File: src/rtl/acpi_seq_pkg.sv
package acpi_seq_pkg;

  typedef enum logic [1:0] {
    ST_WAIT = 2'd0,
    ST_RUN  = 2'd1,
    ST_RAM  = 2'd2,
    ST_OFF  = 2'd3
  } pwr_st_e;

  // {slp5_n, slp3_n}: 11 run, 10 ram, 00 off, 01 disallowed
  function automatic logic code_ok(input logic [1:0] code);
    return code != 2'b01;
  endfunction

  function automatic pwr_st_e code_to_st(input logic [1:0] code);
    case (code)
      2'b11:   return ST_RUN;
      2'b10:   return ST_RAM;
      default: return ST_OFF;
    endcase
  endfunction

  function automatic logic is_sleep(input pwr_st_e st);
    return (st == ST_RAM) || (st == ST_OFF);
  endfunction

endpackage

File: src/rtl/acpi_sync2.sv
module acpi_sync2 #(
  parameter int          W       = 1,
  parameter logic [W-1:0] RST_VAL = '0
) (
  input  logic         clk_i,
  input  logic         rst_ni,
  input  logic [W-1:0] d_i,
  output logic [W-1:0] q_o
);
  logic [W-1:0] meta_q, sync_q;

  always_ff @(posedge clk_i or negedge rst_ni) begin
    if (!rst_ni) begin
      meta_q <= RST_VAL;
      sync_q <= RST_VAL;
    end else begin
      meta_q <= d_i;
      sync_q <= meta_q;
    end
  end

  assign q_o = sync_q;
endmodule

File: src/rtl/acpi_settle_timer.sv
module acpi_settle_timer #(
  parameter int CLK_KHZ   = 100000,
  parameter int SETTLE_US = 3000
) (
  input  logic clk_i,
  input  logic rst_ni,
  input  logic restart_i,
  output logic done_o
);
  localparam int TERM = CLK_KHZ * SETTLE_US / 1000;
  localparam int CW   = $clog2(TERM + 1);

  logic [CW-1:0] cnt_q;

  always_ff @(posedge clk_i or negedge rst_ni) begin
    if (!rst_ni)             cnt_q <= CW'(TERM);
    else if (restart_i)      cnt_q <= CW'(TERM);
    else if (cnt_q != '0)    cnt_q <= cnt_q - CW'(1);
  end

  assign done_o = (cnt_q == '0);


  restart_clears_done_chk: assert property (@(posedge clk_i) disable iff (!rst_ni)
    restart_i |=> !done_o);


  done_sticks_chk: assert property (@(posedge clk_i) disable iff (!rst_ni)
    (done_o && !restart_i) |=> done_o);
endmodule

File: src/rtl/acpi_state_fsm.sv
module acpi_state_fsm
  import acpi_seq_pkg::*;
(
  input  logic       clk_i,
  input  logic       rst_ni,
  input  logic       sd_i,
  input  logic       settle_done_i,
  input  logic [1:0] code_i,
  input  logic       strap_i,
  output pwr_st_e    state_o,
  output logic       strap_o,
  output logic       illegal_o
);
  pwr_st_e state_q, state_d;
  logic    strap_q, ill_q, ill_prev_q, ill_now;
  pwr_st_e req;
  logic    req_ok;

  assign req    = code_to_st(code_i);
  assign req_ok = code_ok(code_i);

  always_comb begin
    state_d = state_q;
    if (sd_i) begin
      state_d = ST_WAIT;
    end else begin
      case (state_q)
        ST_WAIT: if (settle_done_i && req_ok) state_d = req;
        ST_RUN:  if (req_ok) state_d = req;
        ST_RAM,
        ST_OFF:  if (req_ok && req == ST_RUN) state_d = ST_RUN;
        default: state_d = ST_WAIT;
      endcase
    end
  end

  // refused request: bad code, or sleep-to-sleep jump
  always_comb begin
    ill_now = 1'b0;
    if (!sd_i) begin
      if (!req_ok) ill_now = 1'b1;
      else if (state_q == ST_RAM && req == ST_OFF) ill_now = 1'b1;
      else if (state_q == ST_OFF && req == ST_RAM) ill_now = 1'b1;
    end
  end

  always_ff @(posedge clk_i or negedge rst_ni) begin
    if (!rst_ni) begin
      state_q    <= ST_WAIT;
      strap_q    <= 1'b0;
      ill_q      <= 1'b0;
      ill_prev_q <= 1'b0;
    end else begin
      state_q    <= state_d;
      ill_prev_q <= ill_now;
      ill_q      <= ill_now && !ill_prev_q;
      if (sd_i || state_q == ST_WAIT || state_q == ST_RUN) strap_q <= strap_i;
    end
  end

  assign state_o   = state_q;
  assign strap_o   = strap_q;
  assign illegal_o = ill_q;


  no_ram_to_off_chk: assert property (@(posedge clk_i) disable iff (!rst_ni)
    (state_q == ST_RAM) |=> (state_q != ST_OFF));


  no_off_to_ram_chk: assert property (@(posedge clk_i) disable iff (!rst_ni)
    (state_q == ST_OFF) |=> (state_q != ST_RAM));


  shutdown_to_wait_chk: assert property (@(posedge clk_i) disable iff (!rst_ni)
    sd_i |=> (state_q == ST_WAIT));


  exit_after_settle_chk: assert property (@(posedge clk_i) disable iff (!rst_ni)
    ((state_q != ST_WAIT) && $past(state_q == ST_WAIT)) |-> $past(settle_done_i));


  strap_hold_sleep_chk: assert property (@(posedge clk_i) disable iff (!rst_ni)
    (is_sleep(state_q) && !sd_i) |=> $stable(strap_q));


  illegal_single_chk: assert property (@(posedge clk_i) disable iff (!rst_ni)
    illegal_o |=> !illegal_o);
endmodule

File: src/rtl/acpi_pwr_seq.sv
module acpi_pwr_seq
  import acpi_seq_pkg::*;
#(
  parameter int CLK_KHZ   = 100000,
  parameter int SETTLE_US = 3000
) (
  input  logic       clk_i,
  input  logic       rst_ni,
  input  logic       por_ok_i,
  input  logic       shdn_i,
  input  logic       sb_ramp_done_i,
  input  logic       slp5_ni,
  input  logic       slp3_ni,
  input  logic       dual_strap_i,
  output logic       dual5_en_o,
  output logic       clk_reg_en_o,
  output logic       mem_src_main_o,
  output logic       rails_en_o,
  output logic [1:0] state_o,
  output logic       illegal_o
);
  logic       sd;
  logic [2:0] raw_in, sync_in;
  logic       settle_done, strap_lat;
  pwr_st_e    st;

  assign sd     = !por_ok_i || shdn_i;
  assign raw_in = {slp5_ni, slp3_ni, dual_strap_i};

  acpi_sync2 #(.W(3), .RST_VAL(3'b110)) u_sync (
    .clk_i  (clk_i),
    .rst_ni (rst_ni),
    .d_i    (raw_in),
    .q_o    (sync_in)
  );

  acpi_settle_timer #(.CLK_KHZ(CLK_KHZ), .SETTLE_US(SETTLE_US)) u_timer (
    .clk_i     (clk_i),
    .rst_ni    (rst_ni),
    .restart_i (sd || !sb_ramp_done_i),
    .done_o    (settle_done)
  );

  acpi_state_fsm u_fsm (
    .clk_i         (clk_i),
    .rst_ni        (rst_ni),
    .sd_i          (sd),
    .settle_done_i (settle_done),
    .code_i        (sync_in[2:1]),
    .strap_i       (sync_in[0]),
    .state_o       (st),
    .strap_o       (strap_lat),
    .illegal_o     (illegal_o)
  );

  assign dual5_en_o     = !sd && ((st == ST_RUN) || (is_sleep(st) && strap_lat));
  assign clk_reg_en_o   = !sd && (st == ST_RUN);
  assign mem_src_main_o = !sd && (st == ST_RUN);
  assign rails_en_o     = !sd && (st != ST_WAIT);
  assign state_o        = st;


  clk_off_in_sleep_chk: assert property (@(posedge clk_i) disable iff (!rst_ni)
    (state_o != 2'd1) |-> !clk_reg_en_o);


  clk_implies_dual_chk: assert property (@(posedge clk_i) disable iff (!rst_ni)
    clk_reg_en_o |-> (dual5_en_o && mem_src_main_o && rails_en_o));


  shutdown_all_off_chk: assert property (@(posedge clk_i) disable iff (!rst_ni)
    (!por_ok_i || shdn_i) |-> !(dual5_en_o || clk_reg_en_o || mem_src_main_o || rails_en_o));
endmodule

File: config.mk
export PLATFORM = sky130hd
export DESIGN_NAME = acpi_pwr_seq
export DESIGN_NICKNAME = d
export VERILOG_FILES = /design/src/rtl/acpi_seq_pkg.sv /design/src/rtl/acpi_sync2.sv /design/src/rtl/acpi_settle_timer.sv /design/src/rtl/acpi_state_fsm.sv /design/src/rtl/acpi_pwr_seq.sv
export SDC_FILE = /design/constraint.sdc
export NUM_CORES = 1
export LEC_CHECK = 0
export ABC_CLOCK_PERIOD_IN_PS = 2400
export BUFFER_PORTS_ARGS = -buffer_cell sky130_fd_sc_hd__buf_2
export CAP_MARGIN = 20
export CORE_AREA = 5 5 58 55
export CTS_BUF_LIST = sky130_fd_sc_hd__clkbuf_8
export CTS_CLUSTER_DIAMETER = 150
export DETAILED_ROUTE_END_ITERATION = 10
export DIE_AREA = 0 0 63 60
export HOLD_SLACK_MARGIN = 0.15
export PLACE_DENSITY = 0.86
export SYNTH_ARGS = -nofsm -noshare
export SYNTH_HDL_FRONTEND = slang
export SYNTH_SLANG_ARGS = --single-unit
File: constraint.sdc
create_clock -name clk_i -period 2.4 [get_ports clk_i]
set_input_delay 0.12 -clock clk_i [delete_from_list [all_inputs] [get_ports clk_i]]
set_output_delay 0.12 -clock clk_i [all_outputs]
set_load 0.005 [all_outputs]
==> metrics.md <==
| Metric | Value |
|---|---|
| IO Pins | `15` |
| Worst-path clk slew | `0.07 ns` |
| Share of layout cells above drive strength 1 | `26.71%` |
| Post-synthesis sequential area ratio | `52.44%` |
| Final TNS setup | `0 ns` |
| FP Rows | `18` |
| R2R cell count | `7` |
| Reg2Reg Capture Point | `u_fsm.state_o[0]` |
| Worst slew pin tran | `0.6456 ns` |
| RSZ-0062 raised after global routing | `no` |
| Outcome | `finished, final reports clean` |
| RD Place Congestion | `0.7587` |
| Final worst slack | `0.1708 ns` |
| VDD IR max | `0.6006 mV` |
| Initial DRT Pass Iterations | `4` |
| Number of distinct library cells after synthesis | `39` |
| Max Freq | `448.6 MHz` |
| Via count | `1118` |
| Die Y | `60 um` |
| Fin crit period | `2.229 ns` |
| Routed WL per cell | `15.99 um` |
| GRT Util Overall | `18.55%` |
| Crit-path max FO | `6` |
| Max Transition Viols Final | `0` |
| Area of placed instances | `1544 sq um` |
| Mapped Cells | `139` |
| CP arrival | `2.40 ns` |
| Synth top area cells | `dfrtp_1, dfstp_2, xnor2_1` |
| Finished Cell Area | `1704 sq um` |
| CP Capture Type | `register` |
| Nets | `169` |
| Ys Warns | `0` |
| Vias in the first global route | `1159` |
| Setup CP Type | `register to register` |
| Average cell area after synthesis | `10.50 sq um` |
| Routed wire length | `3054 um` |
| #FFs+latches synth | `30` |
| Die X | `63 um` |
| Root Buffer | `clkbuf_8` |
| DP HPWL | `2049 um` |
| Clk sinks | `30` |
| Max Cap Violations | `0` |
| Syn Std Cell Area | `1460 sq um` |
| Initial antenna violation count | `0` |
| First-pass GRT wire length | `5306 um` |
| Antenna cell count | `0` |
| Worst r2r src | `u_timer.cnt_q[0]` |
| Startpoint types | `register` |
| Layout area overhead | `16.71%` |
| Initial core utilization | `56.38%` |
| Min-delay src | `shdn_i` |
| Grt total ovfl | `0` |
| Port buffer count | `14` |
| Largest net degree at the start of global routing | `31` |
| WP data required | `2.57 ns` |
| Synth top area share | `30.85%` |
| CTS max path bufs | `2` |
| DP Worst Slack | `0.1223 ns` |
| Antenna-violating nets left | `0` |
| Fin crit share | `92.88%` |
| Leakage power | `0.7166 nW` |
| # DRC | `0` |
| Clock Latency Late Sink | `0.28 ns` |
| Core Footprint | `2590 sq um` |
| R2r setup slk | `0.17 ns` |
| Hold Crit Class | `input pin to register` |
| Hold slack | `0.2572 ns` |
| Final Hold Fails | `0` |
| Syn_nets | `148` |
| 1st-iter DRT viols | `53` |
| Post-DR vias/cell | `5.853` |
| Count of final setup violators | `0` |
| Hold depth | `4` |
| H-tree depth | `2` |
| Slew HR | `56.96%` |
| CTS tree | `built` |
| Die area | `3780 sq um` |
| Worst-case clock skew | `0.007932 ns` |
| Synth area leader | `dfrtp_1` |
| PwrDens | `644.0 nW/um^2` |
| CTS Buf Count | `5` |
| Hold path endpoint | `u_fsm.strap_o` |
[metrics by stage]
step	std cells	utilization, %	total power [mW]
floorplan	139	-	0.5754
global placement	178	59.61	0.5979
detailed placement	178	59.61	0.6014
CTS	191	65.75	1.099
global route	191	65.80	1.137
finish	191	65.80	1.097
[flip-flops by register name (all words and copies together), names as in the netlist]
register and flops:
u_fsm.strap_o 1, u_fsm.state_o 2, u_fsm.ill_prev_q 1, u_sync.meta_q 3
u_sync.q_o 3, u_timer.cnt_q 19, u_fsm.illegal_o 1
[logic make-up after synthesis]
group / Yosys count / share of synthesized area, %
flops: 30 / 52.44
fa+ha+maj: 1 / 0.8568
simple gates: 69 / 27.25
buf+inv: 8 / 2.656
compound gates: 18 / 8.740
xor+xnor: 11 / 6.598
mux: 2 / 1.457
[what timing repair did]
item,CTS,global route
setup buffers,0,0
hold buffers,5,0
gates resized for setup,0,1
endpoints found under the hold margin,22,0
setup endpoints to repair,0,1
[routing by layer]
layer | up-vias | routed length, um | GRT usage [%]
met5 | - | 0 | 0
met4 | 0 | 55 | 8.182
met3 | 8 | 125 | 6.203
met2 | 26 | 1566 | 32.80
met1 | 550 | 1307 | 20.48
li1 | 534 | - | -
[report_power, final]
group / internal (mW) / switching (mW)
combinational: 0.0299 / 0.0394
sequential: 0.521 / 0.00995
clock: 0.305 / 0.192
[final cells by class]
| type | instances | area (sq um) |
|---|---|---|
| Fill cell | 178 | 885.9 |
| Sequential cell | 30 | 765.7 |
| Tap cell | 30 | 37.54 |
| Multi-Input combinational cell | 101 | 656.9 |
| Clock inverter | 3 | 40.04 |
| Clock buffer | 5 | 68.82 |
| Timing Repair Buffer | 20 | 127.6 |
| Inverter | 2 | 7.507 |
[how the worst max path moves through the flow]
stage,startpoint,depth (start not counted),endpoint
4_1_cts,u_timer.cnt_q[0],7,u_fsm.state_o[0]
5_1_grt,u_timer.cnt_q[0],8,u_timer.cnt_q[9]
3_3_place_gp,u_timer.cnt_q[0],7,u_fsm.state_o[1]
3_5_place_dp,u_timer.cnt_q[0],7,u_fsm.state_o[0]
6_report,u_timer.cnt_q[0],7,u_fsm.state_o[0]
2_1_floorplan,u_timer.cnt_q[0],8,u_fsm.state_o[1]
[cell usage in the layout (no fill, tap or decap), types with 2 or more instances in the layout]
cell type	netlist	final
nor3b_1	2	2
or4_1	4	4
and2_1	3	2
dfrtp_1	18	18
inv_1	2	2
dlygate4sd3_1	0	5
nand2b_1	5	5
nor3_1	4	4
clkinv_2	0	2
o211ai_1	2	2
nor4_1	2	2
o21ai_0	2	2
buf_2	1	14
nand3_1	3	3
a21oi_1	6	6
nand4_1	2	2
xnor2_1	7	7
xor2_1	4	4
nor2_1	14	14
clkbuf_8	0	5
a2111oi_0	3	3
nand2_1	15	15
nor2b_1	3	3
or3_1	2	2
dfstp_2	12	12
a211oi_1	2	2
nand3b_1	3	3
[Yosys cell counts, drive strengths merged]
master / count
dfrtp: 18
nand2: 15
nor2: 14
dfstp: 12
xnor2: 7
a21oi: 6
nand2b: 6
nor3: 5
or4: 5
a2111oi: 4
xor2: 4
and2: 3
buf: 3
clkbuf: 3
nand3: 3
nand3b: 3
nor2b: 3
nor4: 3
a211oi: 2
inv: 2
nand4: 2
nor3b: 2
o211ai: 2
o21ai: 2
or3: 2
a21o: 1
and3: 1
ha: 1
mux2: 1
mux2i: 1
nor4b: 1
o41ai: 1
or3b: 1
[critical path: stages, from the launching register on]
cell and delay [ns]:
dfrtp_1 0.39, inv_1 0.10, ha_1 0.20, or3b_2 0.52
nor4_4 0.25, and2_2 0.26, nor3_2 0.07, nor4_1 0.32
Power figures use the tool's default switching activity.
